[config.mk]
export PLATFORM = sky130hd
export DESIGN_NAME = seq_mul
export DESIGN_NICKNAME = d
export VERILOG_FILES = /design/src/rtl/smul_pkg.sv /design/src/rtl/smul_ctrl.sv /design/src/rtl/smul_datapath.sv /design/src/rtl/seq_mul.sv
export SDC_FILE = /design/constraint.sdc
export NUM_CORES = 1
export LEC_CHECK = 0
export BUFFER_PORTS_ARGS = -buffer_cell sky130_fd_sc_hd__buf_2
export CAP_MARGIN = 20
export CORE_UTILIZATION = 45
export DETAILED_ROUTE_END_ITERATION = 10
export PLACE_DENSITY = 0.7
export SETUP_SLACK_MARGIN = 0.05
export SYNTH_ARGS = -nofsm -noshare
export SYNTH_HDL_FRONTEND = slang
export SYNTH_SLANG_ARGS = --single-unit
[constraint.sdc]
create_clock -name clk_i -period 2.7 [get_ports clk_i]
set_clock_uncertainty 0.05 [all_clocks]
set_input_delay 0.135 -clock clk_i [delete_from_list [all_inputs] [get_ports clk_i]]
set_output_delay 0.135 -clock clk_i [all_outputs]
set_load 0.05 [all_outputs]
[src/rtl/smul_pkg.sv]
package smul_pkg;
  localparam int unsigned DEF_DATA_W = 12;

  typedef struct packed {
    logic load;  // capture factors, clear partial product
    logic step;  // one add-and-shift iteration
    logic last;  // final iteration: add without shifting
  } step_ctrl_t;
endpackage

[src/rtl/smul_ctrl.sv]
module smul_ctrl
  import smul_pkg::*;
#(
  parameter int unsigned DATA_W = DEF_DATA_W
) (
  input  logic       clk_i,
  input  logic       rst_ni,
  input  logic       start_i,
  output step_ctrl_t ctrl_o,
  output logic       busy_o,
  output logic       done_o
);
  localparam int unsigned CNT_W = $clog2(DATA_W);
  localparam logic [CNT_W-1:0] LAST_IT = CNT_W'(DATA_W - 1);

  logic [CNT_W-1:0] cnt_q;
  logic             busy_q, done_q;

  always_comb begin
    ctrl_o.load = start_i && !busy_q;
    ctrl_o.step = busy_q;
    ctrl_o.last = busy_q && (cnt_q == LAST_IT);
  end

  always_ff @(posedge clk_i or negedge rst_ni) begin
    if (!rst_ni) begin
      cnt_q  <= '0;
      busy_q <= 1'b0;
      done_q <= 1'b0;
    end else begin
      done_q <= 1'b0;
      if (ctrl_o.load) begin
        cnt_q  <= '0;
        busy_q <= 1'b1;
      end else if (busy_q) begin
        if (ctrl_o.last) begin
          busy_q <= 1'b0;
          done_q <= 1'b1;
        end else begin
          cnt_q <= cnt_q + 1'b1;
        end
      end
    end
  end

  assign busy_o = busy_q;
  assign done_o = done_q;
endmodule

[src/rtl/smul_datapath.sv]
module smul_datapath
  import smul_pkg::*;
#(
  parameter int unsigned DATA_W = DEF_DATA_W
) (
  input  logic              clk_i,
  input  logic              rst_ni,
  input  step_ctrl_t        ctrl_i,
  input  logic [DATA_W-1:0] mplier_i,
  input  logic [DATA_W-1:0] mcand_i,
  output logic [DATA_W-1:0] hi_o,
  output logic [DATA_W-2:0] ext_o
);
  localparam int unsigned EXT_W = DATA_W - 1;

  logic [DATA_W-1:0] hi_q, mcand_q, mplier_q;
  logic [EXT_W-1:0]  ext_q;
  logic [DATA_W:0]   sum;

  // carry kept in sum[DATA_W]; it shifts into hi on non-final steps
  assign sum = {1'b0, hi_q} + (mplier_q[0] ? {1'b0, mcand_q} : '0);

  always_ff @(posedge clk_i or negedge rst_ni) begin
    if (!rst_ni) begin
      hi_q     <= '0;
      ext_q    <= '0;
      mcand_q  <= '0;
      mplier_q <= '0;
    end else if (ctrl_i.load) begin
      hi_q     <= '0;
      ext_q    <= '0;
      mcand_q  <= mcand_i;
      mplier_q <= mplier_i;
    end else if (ctrl_i.step) begin
      mplier_q <= mplier_q >> 1;
      if (ctrl_i.last) begin
        // top multiplier bit weighs 2^EXT_W: add in place, carry dropped
        hi_q <= sum[DATA_W-1:0];
      end else begin
        hi_q  <= sum[DATA_W:1];
        ext_q <= {sum[0], ext_q[EXT_W-1:1]};
      end
    end
  end

  assign hi_o  = hi_q;
  assign ext_o = ext_q;
endmodule

[src/rtl/seq_mul.sv]
module seq_mul
  import smul_pkg::*;
#(
  parameter int unsigned DATA_W = DEF_DATA_W
) (
  input  logic              clk_i,
  input  logic              rst_ni,
  input  logic              start_i,
  input  logic [DATA_W-1:0] acc_i,
  input  logic [DATA_W-1:0] opnd_i,
  output logic [DATA_W-1:0] acc_o,
  output logic [DATA_W-2:0] ext_o,
  output logic              busy_o,
  output logic              done_o
);
  step_ctrl_t ctrl;

  smul_ctrl #(.DATA_W(DATA_W)) u_ctrl (
    .clk_i   (clk_i),
    .rst_ni  (rst_ni),
    .start_i (start_i),
    .ctrl_o  (ctrl),
    .busy_o  (busy_o),
    .done_o  (done_o)
  );

  smul_datapath #(.DATA_W(DATA_W)) u_dp (
    .clk_i    (clk_i),
    .rst_ni   (rst_ni),
    .ctrl_i   (ctrl),
    .mplier_i (acc_i),
    .mcand_i  (opnd_i),
    .hi_o     (acc_o),
    .ext_o    (ext_o)
  );
endmodule

After elaboration in Yosys (flattened, before gate mapping)
Cells that the tools add are included.
W data, S select, Z words.
- flip-flop bits (word level): 53
- bits of input ports: 27
- add/sub/neg operators: 2
- equal/unequal tests: 2
- muxes and demuxes: 18
- reduce and logical (&&, ||, !) cells: 5
- operators with widths (operator ; count):
    $mux W12 ; 6
    $mux W11 ; 3
    $add A12 B13 Y13 ; 1
    $mux W4 ; 3
    $mux W1 ; 6
    $add A4 B1 Y4 const B ; 1
    $eq A4 B4 Y1 const B ; 1
    $logic_and A1 B1 Y1 ; 2
    $ne A2 B1 Y1 const B ; 1
    $reduce_and A2 Y1 ; 1
    $reduce_bool A2 Y1 ; 1
    $logic_not A1 Y1 ; 1

Longest topological paths before layout
Gate-level depths: netlist of run 1.
- word-level depth: 5
- gate-level depth with buffers: 11
- mapped depth without buffers: 10

Modules after synthesis
A second synthesis of run 1 with hierarchy kept.
- cell total of the unflattened synthesis: 294
- area, all modules: 2894.0 µm²
- modules (own cells, without submodules) (module ; instances ; cells an instance ; area an instance (µm²) ; sequential area each (µm²)):
    smul_datapath ; 1 ; 263 ; 2588.7 ; 1176.1
    smul_ctrl ; 1 ; 31 ; 305.3 ; 150.1

Worst setup path before layout of run 1
Ideal clock, no wire load.
- path kind: reg-to-reg
- start point: register u_dp.hi_q[0], in the netlist u_dp.hi_o[0]
- end point: register u_dp.hi_q[10], in the netlist u_dp.hi_o[10]
- setup time: 126 ps
- arrival: 2338 ps
- slack: 186 ps
- cell stages (with the launch flop): 10
- buffers on the path: 0
- cells stage by stage: dfrtp_1 -> ha_1 -> inv_1 -> fa_1 -> nand2b_1 -> a21oi_1 -> o211ai_1 -> a21oi_1 -> xor2_1 -> a221o_1
- cells in the longest elaborated chain, start to end: 4
- ends and longest elaborated chain (element ; line ; RTL):
    from (decl) ; smul_datapath.sv:16 ; logic [DATA_W-1:0] hi_q, mcand_q, mplier_q;
    from (signal assigned) ; smul_datapath.sv:38 ; hi_q <= sum[DATA_W-1:0];
    from (signal assigned) ; smul_datapath.sv:40 ; hi_q <= sum[DATA_W:1];
    $add A12 B13 Y13 ; smul_datapath.sv:21 ; assign sum = {1'b0, hi_q} + (mplier_q[0] ? {1'b0, mcand_q} : '0);
    $mux W12 ; smul_datapath.sv:36 ; if (ctrl_i.last) begin
    $mux W12 ; smul_datapath.sv:34 ; end else if (ctrl_i.step) begin
    $mux W12 ; smul_datapath.sv:29 ; end else if (ctrl_i.load) begin
No other way between the ends. The select of a mux whose other input is x is not followed.
A chain may end at the register's enable or synchronous reset.

Worst setup path after layout of run 1
- start point: register u_dp.mplier_q[0]
- end point: register u_dp.hi_q[10], in the netlist u_dp.hi_o[10]
- cells in the longest elaborated chain, start to end: 5
- ends and longest elaborated chain (element ; line ; RTL):
    from (decl) ; smul_datapath.sv:16 ;
    from (signal assigned) ; smul_datapath.sv:33 ; mplier_q <= mplier_i;
    from (signal assigned) ; smul_datapath.sv:35 ; mplier_q <= mplier_q >> 1;
    $mux W12 ; smul_datapath.sv:21 ;
    $add A12 B13 Y13 ; smul_datapath.sv:21 ;
    $mux W12 ; smul_datapath.sv:36 ;
    $mux W12 ; smul_datapath.sv:34 ;
    $mux W12 ; smul_datapath.sv:29 ;
No other way between the ends. The select of a mux whose other input is x is not followed.

==> results of run 1 <==
## final cells by class
cell class / count / area, sq um
clock buffers: 5 / 68.8
inverters: 6 / 22.5
repair buffers: 70 / 425
multi-input cells: 187 / 1370
clock inverters: 3 / 21.3
fillers: 544 / 2630
flip-flops and latches: 53 / 1330
well taps: 75 / 93.8
## cell usage after synthesis, types with 3 or more instances
cell | n | area, sq um
a21o_1 | 6 | 45.0
a21oi_1 | 10 | 50.1
a221o_1 | 3 | 30.0
a22o_1 | 13 | 114
a22oi_1 | 5 | 37.5
and2_1 | 13 | 81.3
buf_2 | 5 | 25.0
clkbuf_1 | 9 | 33.8
dfrtp_1 | 53 | 1330
ha_1 | 13 | 163
inv_1 | 5 | 18.8
mux2_1 | 6 | 67.6
mux2_2 | 6 | 67.6
mux2i_1 | 13 | 130
nand2_1 | 32 | 120
nand3_1 | 3 | 15.0
nand4_1 | 3 | 18.8
nor2_1 | 8 | 30.0
o211ai_1 | 3 | 22.5
o21ai_0 | 14 | 70.1
xnor2_1 | 7 | 61.3
xor2_1 | 5 | 43.8
## report_power, final
part	leakage, uW	internal [uW]	switching (uW)
Clock	0.0000445	184	264
Sequential	0.000675	1130	220
Combinational	0.00101	692	1240
## logic make-up after synthesis
| kind of cell | after synthesis | synth area share (%) |
|---|---|---|
| adder cells (fa/ha/maj) | 14 | 6.56 |
| flip-flops | 53 | 47.6 |
| AND/OR/NAND/NOR | 72 | 12.8 |
| multiplexers | 25 | 9.52 |
| buffers and inverters | 21 | 3.32 |
| AO/OA/AOI/OAI | 64 | 16.4 |
| XOR/XNOR | 12 | 3.77 |
## layout by cell type, fill, tap and decap left out, drive strengths merged
cell type / count
mux2i: 13
a21oi: 12
nand4: 3
mux2: 12
clkinv: 1
nand2b: 2
a222oi: 1
nor3: 1
nand3: 3
inv: 7
a221o: 3
xnor2: 7
or3: 2
o21a: 1
nand2: 32
clkinvlp: 1
nor2: 10
and2: 13
o21ai: 17
dfrtp: 53
fa: 1
or2: 1
xor2: 5
ha: 13
o22ai: 1
a21o: 6
a211oi: 1
buf: 59
a22oi: 5
o31ai: 1
or4b: 1
o211ai: 3
nor2b: 2
and3: 1
nand3b: 1
dlygate4sd3: 11
a22o: 13
clkbuf: 5
## worst min-delay path by stage
stage | end | slack [ps] | depth (start not counted)
final | u_dp.mcand_q[1]$_DFFE_PN0P_ | 20 | 2
after global routing | u_dp.mcand_q[1]$_DFFE_PN0P_ | 9 | 2
after CTS | u_dp.mcand_q[1]$_DFFE_PN0P_ | 2 | 2
after detailed placement | u_dp.mcand_q[4]$_DFFE_PN0P_ | 80 | 1
after global placement | u_dp.mcand_q[4]$_DFFE_PN0P_ | 80 | 1
after floorplan | u_ctrl.busy_o$_DFF_PN0_ | -210 | 0
## sequential cells by signal (all words and copies together) (netlist names)
| signal | flops |
|---|---|
| u_dp.mplier_q | 12 |
| u_dp.ext_o | 11 |
| u_ctrl.busy_o | 1 |
| u_ctrl.done_o | 1 |
| u_dp.mcand_q | 12 |
| u_ctrl.cnt_q | 4 |
| u_dp.hi_o | 12 |
## stage by stage
stage / hold WS, ps / power [uW] / util, %
3_3_place_gp: 81.3 / 3240 / 52.5
5_1_grt: 9.05 / 3990 / 55.9
6_report: 16.0 / 3730 / 55.9
3_5_place_dp: 84.7 / 3280 / 52.5
2_1_floorplan: -211 / 2830 / -
4_1_cts: 2.04 / 3750 / 55.7
## per-layer routing
metal	track usage [%]	vias to the layer above	share of wire, %
met3	3.18	7	3.6
met5	0	-	0
met4	6.25	0	1.5
met2	30.1	51	47
li1	-	1049	-
met1	27.0	1029	48
## timing repair
action | 4_1_cts | 5_1_grt
hold buffers | 10 | 1
setup endpoints to repair | 0 | 1
gates resized for setup | 0 | 1
endpoints found under the hold margin | 29 | 1
==> flow_summary.yaml, run 1 <==
yosys:
  synth_seq_cells: 53
  synth_cell_types: 42
  synth_flop_cell: "dfrtp_1"
  async_reset_ff_share_pct: 100
  synth_area_per_cell_sq_um: 10.7
  synth_nets: 302
  yosysSeqAreaShare_pct: 47.6
  synth_area_sq_um: 2790
  yosysWarnings: 0
  synth_edf_count: 0
  synthCells: 261
floorplanning:
  start_util_pct: 46.8
  die_h_um: 80.7
  io_pins: 52
  core-area_sq_um: 5960
  fp.dieW_um: 80.7
  rows: 28
  dieArea_sq_um: 6510
critical_path:
  crit_cells: 10
  crit_path_end: "u_dp.hi_o[10]$_DFFE_PN0P_"
  crit_required_ps: 2840
  r2r_cells: 10
  path_cells: "and2_1 > ha_1 > inv_1 > fa_1 > nand2b_1 > a21oi_2 > o211ai_1 > a21oi_1 > xor2_1 > a221o_1"
  slowest_stage: "fa_1"
  crit_type: "register to register"
  max_stage_delay_ps: 390
  r2r-end: "u_dp.hi_o[10]$_DFFE_PN0P_"
  crit_arrival_ps: 2540
  crit_family: "compound AO/OA/AOI/OAI gates"
  worst-path-buf-inv: 1
  end_kind: "register"
  crit_fanout: 4
  cp-startpoint: "u_dp.mplier_q[0]$_DFFE_PN0P_"
  r2r-start: "u_dp.mplier_q[0]$_DFFE_PN0P_"
  r2r_slack_ps: 310
  cp-start-kind: "register"
run:
  maxCapViolCount: 0
cts:
  clock_latency_ps: 300
  postCtsSetupRepairBufs: 0
  cts_max_level: 2
  cts-root-buf: "clkbuf_8"
  tritoncts: "done"
  clock_sinks: 53
  clock_path_buffers: 2
  cts_made_buffers: 5
  clk_pin_slew_ps: 100
timing:
  finalSetupViolCount: 0
  slew_headroom_pct: 33.1
  tns_ps: 0
  worst_slew_pin_slew_ps: 1000
  fin_crit_ps: 2390
  rsz0062_at_grt: "no"
  post-route-period-util_pct: 88.7
  worst_slack_ps: 306
  fmax_mhz: 418
  slew_viol_final: 0
  hold_violations: 0
global_route:
  grt_overflow_total: 0
  track_usage_pct: 19.2
  first_global_vias: 2016
  antenna_found_initial: 0
  grt_max_degree: 30
  grt_pass1_wl_mm: 9.42
final_layout:
  fin_area_sq_um: 3330
  final_cells: 399
  nets: 364
  synthToLayoutAreaGrowth_pct: 19.5
  antenna_cells: 0
  drive_gt1_share_pct: 25.9
route:
  totalWireLength_mm: 5.78
  detail-route-antenna-nets: 0
  vias: 2136
  drc: 0
  drt_iter0_drc: 107
  drt_first_pass_iters: 4
  routedWlPerCell_um: 14.5
  vias_per_cell: 5.35
outcome:
  status: "completed"
place:
  gp_congestion: 0.839
  numPortBuffers: 51
  place_ws_ps: 255
  dp.cells: 380
  placed_cell_area_sq_um: 3120
  hpwlAfterDp_mm: 4.28
pwr:
  max-vdd-ir-drop_uv: 544
  power_density_nw_per_um2: 1120
  power.leakage_uw: 0.00173
worst_hold_path:
  hold_class: "primary input to register"
  min_from: "opnd_i[1]"
Power figures use the tool's default switching activity.
==> run 2, diff against run 1 <==
--- a/config.mk
+++ b/config.mk
@@ -5,6 +5,7 @@
 export SDC_FILE = /design/constraint.sdc
 export NUM_CORES = 1
 export LEC_CHECK = 0
+export ABC_AREA = 1
 export BUFFER_PORTS_ARGS = -buffer_cell sky130_fd_sc_hd__buf_2
 export CAP_MARGIN = 20
 export CORE_UTILIZATION = 45
==> run 2 against run 1 <==
Final area rose by 7.1%. Global-route usage rose by 3.7 points. Die area rose by 4.7%. Sequential power barely moved. Non-clock buffer count rose by 5. Via count rose by 27%. First-iteration DRC count rose by 41%. Wire length rose by 20%. Worst hold slack got worse by 3.1 ps. Largest cell class is now sequential cells. Highest routed layer unchanged.
==> flow_summary.yaml, run 2 <==
outcome:
  status: "completed"
yosys:
  synth_area_leader_cell: "dfrtp_1"
  yosysSeqAreaShare_pct: 45.4
  synth-xor-area-share_pct: 1.50
  netlist_top_cells_area: "dfrtp_1 (45%), nand2_1 (19%), inv_1 (7.7%), ha_1 (5.6%), nand3_1 (5.5%)"
  synth_compound_area_share_pct: 7.59
  async_reset_ff_share_pct: 100
  muxShareOfSynthArea_pct: 0
  yosysTopAreaCellShare_pct: 45.4
  synth_area_sq_um: 2920
  synth_fa_ha_area_share_pct: 6.26
  synth_nets: 426
  synth_cell_types: 29
  synth_area_per_cell_sq_um: 7.58
  synthCells: 385
  synth.top_cells.by_count: "nand2_1 (151), inv_1 (60), dfrtp_1 (53)"
  yosysWarnings: 0
  synth_seq_cells: 53
  yosys.area_share.simple_pct: 29.2
  synth_flop_cell: "dfrtp_1"
  yosysMostFrequentCell: "nand2_1"
  synth_edf_count: 0
  synth_top_family_by_area: "simple AND/OR/NAND/NOR gates"
route:
  totalWireLength_mm: 6.92
  drc: 0
  vias_per_cell: 5.07
  routedWlPerCell_um: 13.0
  vias: 2707
  drt_iter0_drc: 151
  detail-route-antenna-nets: 0
  drt_first_pass_iters: 5
floorplanning:
  die_h_um: 82.5
  fp.dieW_um: 82.5
  rows: 28
  start_util_pct: 47.9
  dieArea_sq_um: 6810
  io_pins: 52
  core-area_sq_um: 6100
pwr:
  p_comb_share_pct: 51.7
  netSwitchingFraction_pct: 49.2
  p_sw_uw: 1980
  power.leakage_uw: 0.00204
  power.internal_uw: 2050
  max-vdd-ir-drop_uv: 610
  power_density_nw_per_um2: 1130
  seqPwrFrac_pct: 34.2
  p_clk_share_pct: 14.1
timing:
  fmax_mhz: 443
  tns_ps: 0
  hold_violations: 0
  slew_headroom_pct: 55.7
  worst_slack_ps: 442
  post-route-period-util_pct: 83.6
  slew_viol_final: 0
  worst_slew_pin_slew_ps: 665
  rsz0062_at_grt: "no"
  finalSetupViolCount: 0
  fin_crit_ps: 2260
cts:
  cts_max_level: 2
  cts_made_buffers: 5
  clock_latency_ps: 310
  cts-root-buf: "clkbuf_8"
  clk_pin_slew_ps: 110
  postCtsSetupRepairBufs: 0
  clock_path_buffers: 2
  clock_sinks: 53
  tritoncts: "done"
global_route:
  grt_max_degree: 54
  track_usage_pct: 22.9
  grt_overflow_total: 0
  grt_pass1_wl_mm: 11.8
  antenna_found_initial: 0
  first_global_vias: 2587
final_layout:
  antenna_cells: 0
  fillers: 591
  synthToLayoutAreaGrowth_pct: 22.1
  nets: 499
  mostFrequentLayoutCell: "nand2_1"
  final_cell_mix: "nand2_1 (151), inv_1 (60), dfrtp_1 (53), buf_2 (51), nand3_1 (32)"
  drive_gt1_share_pct: 15.0
run:
  maxCapViolCount: 0
place:
  place_ws_ps: 492
  numPortBuffers: 51
  hpwlAfterDp_mm: 4.98
  gp_congestion: 0.916
critical_path:
  r2r_slack_ps: 440
  r2r_cells: 12
  end_kind: "register"
  r2r-start: "u_dp.mplier_q[0]$_DFFE_PN0P_"
  crit_path_end: "u_dp.hi_o[4]$_DFFE_PN0P_"
  crit_type: "register to register"
  r2r-end: "u_dp.hi_o[4]$_DFFE_PN0P_"
  crit_required_ps: 2900
  cp-start-kind: "register"
  crit_arrival_ps: 2450
  cp-startpoint: "u_dp.mplier_q[0]$_DFFE_PN0P_"
  crit_fanout: 13
worst_hold_path:
  hold_class: "primary input to register"
-- run 2: cell count changes in the layout (fill, tap and decap cells not counted), sizes merged, moves of 13 or more --
cell   delta
and2     -13
inv      +58
mux2i    -13
nand2   +121
nand3    +30
-- run 2: layer usage --
| metal | up-vias | share of wire (%) | global-route usage (%) |
|---|---|---|---|
| met5 | - | 0 | 0 |
| met4 | 0 | 0.82 | 6.72 |
| met3 | 6 | 4.2 | 3.63 |
| met2 | 77 | 50 | 39.5 |
| met1 | 1271 | 45 | 29.7 |
| li1 | 1353 | - | - |
-- run 2: worst max-delay path, cell delays in order (launching register included) --
cell and delay [ps]:
dfrtp_1 590, nand2_1 90, inv_1 70, ha_1 180
inv_1 60, fa_1 400, inv_1 110, nand2_1 60
nand3_1 90, nand2_1 70, xor2_1 150, or2_1 210
nand3_1 70
-- run 2: how the worst min path moves through the flow --
stage	startpoint	to	cells after the start
floorplan	rst_ni	u_ctrl.busy_o$_DFF_PN0_	0
global placement	rst_ni	u_dp.ext_o[4]$_DFFE_PN0P_	2
detailed placement	rst_ni	u_dp.ext_o[5]$_DFFE_PN0P_	2
CTS	acc_i[6]	u_dp.mplier_q[6]$_DFFE_PN0P_	3
global route	acc_i[6]	u_dp.mplier_q[6]$_DFFE_PN0P_	3
finish	acc_i[6]	u_dp.mplier_q[6]$_DFFE_PN0P_	3
-- run 2: area by class of cell --
class | instances | area [sq um] | share of cell area (%)
multi-input combinational | 260 | 1300 | 36.5
clock buffer | 5 | 68.8 | 1.93
sequential | 53 | 1330 | 37.2
timing repair buffer | 75 | 490 | 13.8
inverter | 63 | 236 | 6.64
tap | 75 | 93.8 | 2.63
clock inverter | 3 | 47.5 | 1.33
-- run 2: what timing repair did --
item | 4_1_cts | 5_1_grt
hold buffers | 22 | 0
endpoints found under the hold margin | 74 | 0
resized for setup | 0 | 0
-- run 2: stage by stage --
step	utilization (%)	std cells	hold slack [ps]	power [uW]	cell area (sq um)
2_1_floorplan	-	385	-211	2980	2920
3_3_place_gp	52.9	504	250	3410	3230
3_5_place_dp	52.9	504	254	3460	3230
4_1_cts	58.5	534	10.4	4050	3560
5_1_grt	58.5	534	14.6	4350	3560
6_report	58.5	534	12.9	4030	3560
-- run 2: power by group through the flow --
stage | combinational (uW) | sequential (uW) | clock (uW)
after floorplan | 1180 | 1800 | 0
after global placement | 2030 | 1380 | 0
after detailed placement | 2070 | 1390 | 0
after CTS | 2100 | 1380 | 581
after global routing | 2310 | 1420 | 618
final | 2090 | 1380 | 569
-- run 2: cells by family after synthesis --
| family | count (synthesis) |
|---|---|
| buffers and inverters | 72 |
| XOR/XNOR | 5 |
| AND/OR/NAND/NOR | 206 |
| AO/OA/AOI/OAI | 35 |
| flip-flops | 53 |
| adder cells (fa/ha/maj) | 14 |
